## config.mk

```make
export PLATFORM = sky130hd
export DESIGN_NAME = rtc_irq_gen
export DESIGN_NICKNAME = d
export VERILOG_FILES = /design/src/rtl/rtc_pkg.sv /design/src/rtl/rtc_prescaler.sv /design/src/rtl/rtc_edge_sync.sv /design/src/rtl/rtc_count_shadow.sv /design/src/rtl/rtc_req_latch.sv /design/src/rtl/rtc_irq_gen.sv
export SDC_FILE = /design/constraint.sdc
export NUM_CORES = 1
export LEC_CHECK = 0
export BUFFER_PORTS_ARGS = -buffer_cell sky130_fd_sc_hd__buf_4
export CORE_AREA = 4 4 72 74
export CTS_CLUSTER_SIZE = 40
export DETAILED_ROUTE_END_ITERATION = 16
export DIE_AREA = 0 0 76 78
export PLACE_DENSITY_LB_ADDON = 0.12
export SLEW_MARGIN = 20
export SYNTH_ARGS = -nofsm -noshare
export SYNTH_HDL_FRONTEND = slang
export SYNTH_HIERARCHICAL = 1
export SYNTH_SLANG_ARGS = --single-unit
```

## constraint.sdc

```tcl
create_clock -name clk -period 4 [get_ports clk]
set_input_delay 0.8 -clock clk [delete_from_list [all_inputs] [get_ports clk]]
set_output_delay 0.8 -clock clk [all_outputs]
set_load 0.02 [all_outputs]
```

## src/rtl/rtc_pkg.sv

```systemverilog
package rtc_pkg;

    localparam int NUM_SRC    = 2;
    localparam int SRC_BASE   = 0;
    localparam int SRC_TERM   = 1;
    localparam int SYNC_DEPTH = 2;

    typedef enum logic {
        TB_INTERNAL = 1'b0,
        TB_EXTERNAL = 1'b1
    } tb_src_e;

    // events produced in one cycle
    typedef struct packed {
        logic wrap;
        logic tick;
    } rtc_evt_t;

    function automatic logic [NUM_SRC-1:0] evt_to_vec(input rtc_evt_t e);
        logic [NUM_SRC-1:0] v;
        v[SRC_BASE] = e.tick;
        v[SRC_TERM] = e.wrap;
        return v;
    endfunction

endpackage

```

## src/rtl/rtc_prescaler.sv

```systemverilog
module rtc_prescaler #(
    parameter int DIV_W = 16
) (
    input  logic             clk,
    input  logic             rst,
    input  logic             run,
    input  logic [DIV_W-1:0] div_value,
    output logic             tick_o
);
    logic [DIV_W-1:0] phase_q;
    logic [DIV_W-1:0] last_idx;
    logic             tick_q;

    // a divisor of zero behaves as one
    assign last_idx = (div_value == '0) ? '0 : div_value - 1'b1;

    always_ff @(posedge clk) begin
        if (rst || !run) begin
            phase_q <= '0;
            tick_q  <= 1'b0;
        end else if (phase_q >= last_idx) begin
            phase_q <= '0;
            tick_q  <= 1'b1;
        end else begin
            phase_q <= phase_q + 1'b1;
            tick_q  <= 1'b0;
        end
    end

    assign tick_o = tick_q;


    halt_quiet_chk: assert property (@(posedge clk) disable iff (rst)
        !run |=> !tick_o);

endmodule

```

## src/rtl/rtc_edge_sync.sv

```systemverilog
module rtc_edge_sync #(
    parameter int STAGES = 2
) (
    input  logic clk,
    input  logic rst,
    input  logic din,
    output logic rise_o
);
    // STAGES synchroniser flops plus one history flop
    logic [STAGES:0] sh_q;

    always_ff @(posedge clk) begin
        if (rst) sh_q <= '0;
        else     sh_q <= {sh_q[STAGES-1:0], din};
    end

    assign rise_o = sh_q[STAGES-1] & ~sh_q[STAGES];


    edge_single_chk: assert property (@(posedge clk) disable iff (rst)
        rise_o |=> !rise_o);

endmodule

```

## src/rtl/rtc_count_shadow.sv

```systemverilog
module rtc_count_shadow #(
    parameter int TERM_COUNT = 40000,
    localparam int CNT_W     = $clog2(TERM_COUNT)
) (
    input  logic             clk,
    input  logic             rst,
    input  logic             tick_i,
    output logic             wrap_o,
    output logic [CNT_W-1:0] count_o
);
    localparam logic [CNT_W-1:0] LAST = CNT_W'(TERM_COUNT - 1);

    logic [CNT_W-1:0] cnt_q;

    assign wrap_o = tick_i && (cnt_q == LAST);

    always_ff @(posedge clk) begin
        if (rst)         cnt_q <= '0;
        else if (wrap_o) cnt_q <= '0;
        else if (tick_i) cnt_q <= cnt_q + 1'b1;
    end

    assign count_o = cnt_q;


    count_step_chk: assert property (@(posedge clk) disable iff (rst)
        !$stable(cnt_q) |-> ((cnt_q == CNT_W'($past(cnt_q) + 1'b1)) ||
                             (cnt_q == '0 && $past(cnt_q) == LAST)));

endmodule

```

## src/rtl/rtc_req_latch.sv

```systemverilog
module rtc_req_latch (
    input  logic clk,
    input  logic rst,
    input  logic event_i,
    input  logic ack_i,
    output logic req_o,
    output logic lost_o
);
    logic req_q;
    logic lost_q;

    always_ff @(posedge clk) begin
        if (rst) begin
            req_q  <= 1'b0;
            lost_q <= 1'b0;
        end else begin
            // a new event wins over a simultaneous acknowledge
            req_q  <= event_i | (req_q & ~ack_i);
            lost_q <= ~ack_i & (lost_q | (event_i & req_q));
        end
    end

    assign req_o  = req_q;
    assign lost_o = lost_q;


    req_fall_chk: assert property (@(posedge clk) disable iff (rst)
        $fell(req_q) |-> $past(ack_i));


    lost_rise_chk: assert property (@(posedge clk) disable iff (rst)
        $rose(lost_q) |-> ($past(req_q) && $past(event_i)));

endmodule

```

## src/rtl/rtc_irq_gen.sv

```systemverilog
module rtc_irq_gen
    import rtc_pkg::*;
#(
    parameter int DIV_W       = 16,
    parameter int TERM_COUNT  = 40000,
    localparam int CNT_W      = $clog2(TERM_COUNT)
) (
    input  logic               clk,
    input  logic               rst,
    input  logic               enable,
    input  logic [DIV_W-1:0]   div_value,
    input  logic               ext_sel,
    input  logic               ext_tick_in,
    input  logic [NUM_SRC-1:0] irq_ack,
    output logic [NUM_SRC-1:0] irq_req,
    output logic [NUM_SRC-1:0] irq_lost,
    output logic [CNT_W-1:0]   count_val
);
    tb_src_e            src_sel;
    logic               int_tick;
    logic               ext_rise;
    rtc_evt_t           evt;
    logic [NUM_SRC-1:0] evt_vec;

    assign src_sel = ext_sel ? TB_EXTERNAL : TB_INTERNAL;

    rtc_prescaler #(.DIV_W(DIV_W)) u_presc (
        .clk       (clk),
        .rst       (rst),
        .run       (enable && src_sel == TB_INTERNAL),
        .div_value (div_value),
        .tick_o    (int_tick)
    );

    rtc_edge_sync #(.STAGES(SYNC_DEPTH)) u_sync (
        .clk    (clk),
        .rst    (rst),
        .din    (ext_tick_in),
        .rise_o (ext_rise)
    );

    always_comb begin
        evt.tick = 1'b0;
        if (enable) begin
            unique case (src_sel)
                TB_INTERNAL: evt.tick = int_tick;
                TB_EXTERNAL: evt.tick = ext_rise;
                default:     evt.tick = 1'b0;
            endcase
        end
    end

    rtc_count_shadow #(.TERM_COUNT(TERM_COUNT)) u_count (
        .clk     (clk),
        .rst     (rst),
        .tick_i  (evt.tick),
        .wrap_o  (evt.wrap),
        .count_o (count_val)
    );

    assign evt_vec = evt_to_vec(evt);

    for (genvar s = 0; s < NUM_SRC; s++) begin : g_src
        rtc_req_latch u_latch (
            .clk     (clk),
            .rst     (rst),
            .event_i (evt_vec[s]),
            .ack_i   (irq_ack[s]),
            .req_o   (irq_req[s]),
            .lost_o  (irq_lost[s])
        );
    end


    term_wrap_chk: assert property (@(posedge clk) disable iff (rst)
        $rose(irq_req[SRC_TERM]) |-> (count_val == '0));


    hold_count_chk: assert property (@(posedge clk) disable iff (rst)
        !enable |=> $stable(count_val));


    reset_clear_chk: assert property (@(posedge clk)
        rst |=> (irq_req == '0 && irq_lost == '0 && count_val == '0));

endmodule

```

==> qor.yml <==
power:
  powerDensity_nw_per_um2: 246.3
  power_mw: 0.7260
  p_leak_nw: 1.172
  ir_drop_v: 0.0001398
sta:
  hold_violations: 0
  slew_headroom_pct: 64.11
  slew_viol_final: 0
  worst_slew_pin_slew_ns: 0.5383
  finalSetupTns_ns: 0
  period_share_pct: 88.89
  fin_crit_ns: 3.556
  layout_setup_ws_ns: 0.4443
  max_freq_mhz: 281.2
  setup_viol: 0
  finClkSkew_ns: 0.006915
  grt_setup_unrepaired: "false"
grt:
  grt.total_usage_pct: 17.26
  grt_pass1_vias: 1972
  grt_overflow: 0
  antenna_found_initial: 0
  grt_pass1_wl_um: 8694
  grt_max_degree: 18
clock_network:
  ctsRootBufferMaster: "clkbuf_8"
  clock_latency_ns: 0.29
  cts_buffers: 5
  cts_resized: 0
  clk_pin_slew_ns: 0.08
  clkSinkCount: 40
  cts_buffer_depth: 2
  cts_tree: "done"
  cts_post_setup_buffers_inserted: 0
  cts_max_level: 2
  hold_buffers: 0
setup_path:
  worstRegToRegCells: 8
  crit_arrival_ns: 3.79
  start_kind: "input port"
  crit_path_end_kind: "flip-flop"
  worstPathRequired_ns: 4.23
  critPathKind: "in -> reg"
  timing.rr.end: "u_count/count_o[10]"
  r2r_start: "u_sync/sh_q[1]"
  cp_max_fo: 17
  r2r_slack_ns: 1.94
floorplan:
  fp.coreArea_um2: 4598
  row_count: 25
  die_w_um: 76
  initial_core_util_pct: 54.45
  die_area_um2: 5928
  io_pins: 43
  die_y_um: 78
cells_and_area:
  drive_gt1_share_pct: 22.52
  final_nets: 376
  final_cell_mix: "buf_4, dfxtp_1, nand2_1, nor2_1, nor3_1"
  diodes: 0
  fin_util_pct: 64.11
  layout_commonest_cell: "buf_4"
  areaGrowthSynthToFinish_pct: 17.74
  stdcell_count: 387
yosys:
  synth-warning-count: 6
  synth.distinct_cells: 45
  syn_inst: 290
  synth-edff-count: 0
  syn_area_per_cell_um2: 8.633
  netlist_area_um2: 2504
  ys_seq_area_share_pct: 31.98
  yosys_register_bits: 40
  synth_ff_type: "dfxtp_1"
  async_reset_ff_share_pct: 0
  synth_nets: 333
min_path:
  min_delay_path_depth: 1
  worstHoldPathType: "reg -> reg"
  min_to: "u_sync/sh_q[1]"
  hp-start: "u_sync/sh_q[0]"
placement:
  hpwl_um: 3838
  dp_cells: 380
  dp_slack_ns: 0.1473
  io_buffer_count: 42
  gp_congestion: 0.8223
detailed_routing:
  first_pass_iters: 4
  drt-total-wl_um: 4991
  drc_errors: 0
  drt_iter0_markers: 110
  ant_nets: 0
  post_drt_wl_per_cell_um: 12.90
  vias_per_cell: 5.382
  vias: 2083
job:
  cap_violations: 0
outcome:
  status: "finished clean"
[final cells by class]
cell class,count,area [um^2]
Multi-Input combinational cell,231,1623
Clock inverter,2,12.51
Timing Repair Buffer,45,337.8
Tap cell,54,67.56
Sequential cell,40,800.8
Fill cell,393,1650
Clock buffer,5,68.82
Inverter,10,37.54
[registers in the layout (all words and copies together) (netlist names)]
| name | cells |
|---|---|
| u_presc/tick_o | 1 |
| u_presc/phase_q | 16 |
| g_src.u_latch/req_o | 2 |
| g_src.u_latch/lost_o | 2 |
| u_sync/sh_q | 3 |
| u_count/count_o | 16 |
[metrics by stage]
step,instance area [um^2],hold slack (ns)
after floorplan,2504,0.4138
after global placement,2867,0.4241
after detailed placement,2867,0.4251
after CTS,2948,0.4448
after global routing,2948,0.4825
final,2948,0.4418
[kinds of logic (layout without fill, tap and decap cells)]
logic type / count (synthesis) / after routing / share of synthesized area (%)
and+or+nand+nor: 143 / 143 / 33.18
DFF: 40 / 40 / 31.98
xor gates and xnor gates: 39 / 39 / 13.64
AOI/OAI and AO/OA: 27 / 27 / 7.197
adders and majority gates: 20 / 20 / 9.995
buffers and inverters: 19 / 62 / 3.198
muxes: 2 / 2 / 0.7996
[Yosys cell counts, types with 2 or more instances]
master	count	area share, %
o41ai_1	2	0.70
or3_4	2	0.90
nor3_1	24	4.8
mux2i_1	2	0.80
nor4_4	3	2.5
dfxtp_1	40	32
nand3_1	12	2.4
nand4_1	6	1.5
ha_1	20	10
nor3b_1	3	0.90
o21ai_0	5	1.0
xnor2_1	20	7.0
nand2_1	29	4.3
nor2_1	25	3.7
xor2_1	19	6.6
nor2b_1	5	1.2
or3_1	5	1.2
inv_1	9	1.3
nand3_2	3	1.2
clkbuf_1	2	0.30
a21oi_1	11	2.2
buf_2	7	1.4
nor4_1	6	1.5
nor3_2	3	1.2
or2_2	2	0.50
nand2b_1	5	1.2
a21oi_2	2	0.70
[worst max-delay path, cell delays in order]
cell and delay (ns):
buf_4 0.12, or3_4 0.39, or4_4 0.48, nor4_4 0.23, xor2_1 0.18, nand2_1 0.09, ha_1 0.30, nand4_1 0.08
nor3_1 0.31, o41ai_1 0.15, o311ai_2 0.23, buf_4 0.27, o21ba_2 0.14
[worst max-delay path by stage]
| stage | slack [ns] | endpoint | startpoint |
|---|---|---|---|
| after global placement | 0.28 | u_presc/phase_q[5] | div_value[7] |
| after detailed placement | 0.15 | u_presc/phase_q[2] | div_value[7] |
| after CTS | 0.45 | u_presc/phase_q[9] | div_value[7] |
| after floorplan | 0.28 | u_presc/phase_q[10] | div_value[7] |
| after global routing | 0.23 | u_presc/phase_q[9] | div_value[7] |
| final | 0.44 | u_presc/tick_o | div_value[7] |
[power by group]
part / switching (mW) / internal (mW) / leakage (nW)
Combinational: 0.0349 / 0.0342 / 0.810
Clock: 0.137 / 0.118 / 0.0400
Sequential: 0.00165 / 0.400 / 0.323
[layer usage]
metal | share of wire (%) | routed length (um) | global-route usage, % | vias up
li1 | - | - | - | 1097
met1 | 51 | 2538 | 23.40 | 938
met2 | 44 | 2186 | 27.40 | 44
met3 | 4.4 | 222 | 3.828 | 4
met4 | 0.88 | 44 | 4.804 | 0
met5 | 0 | 0 | 0 | -
(Power assumes the default switching activity.)
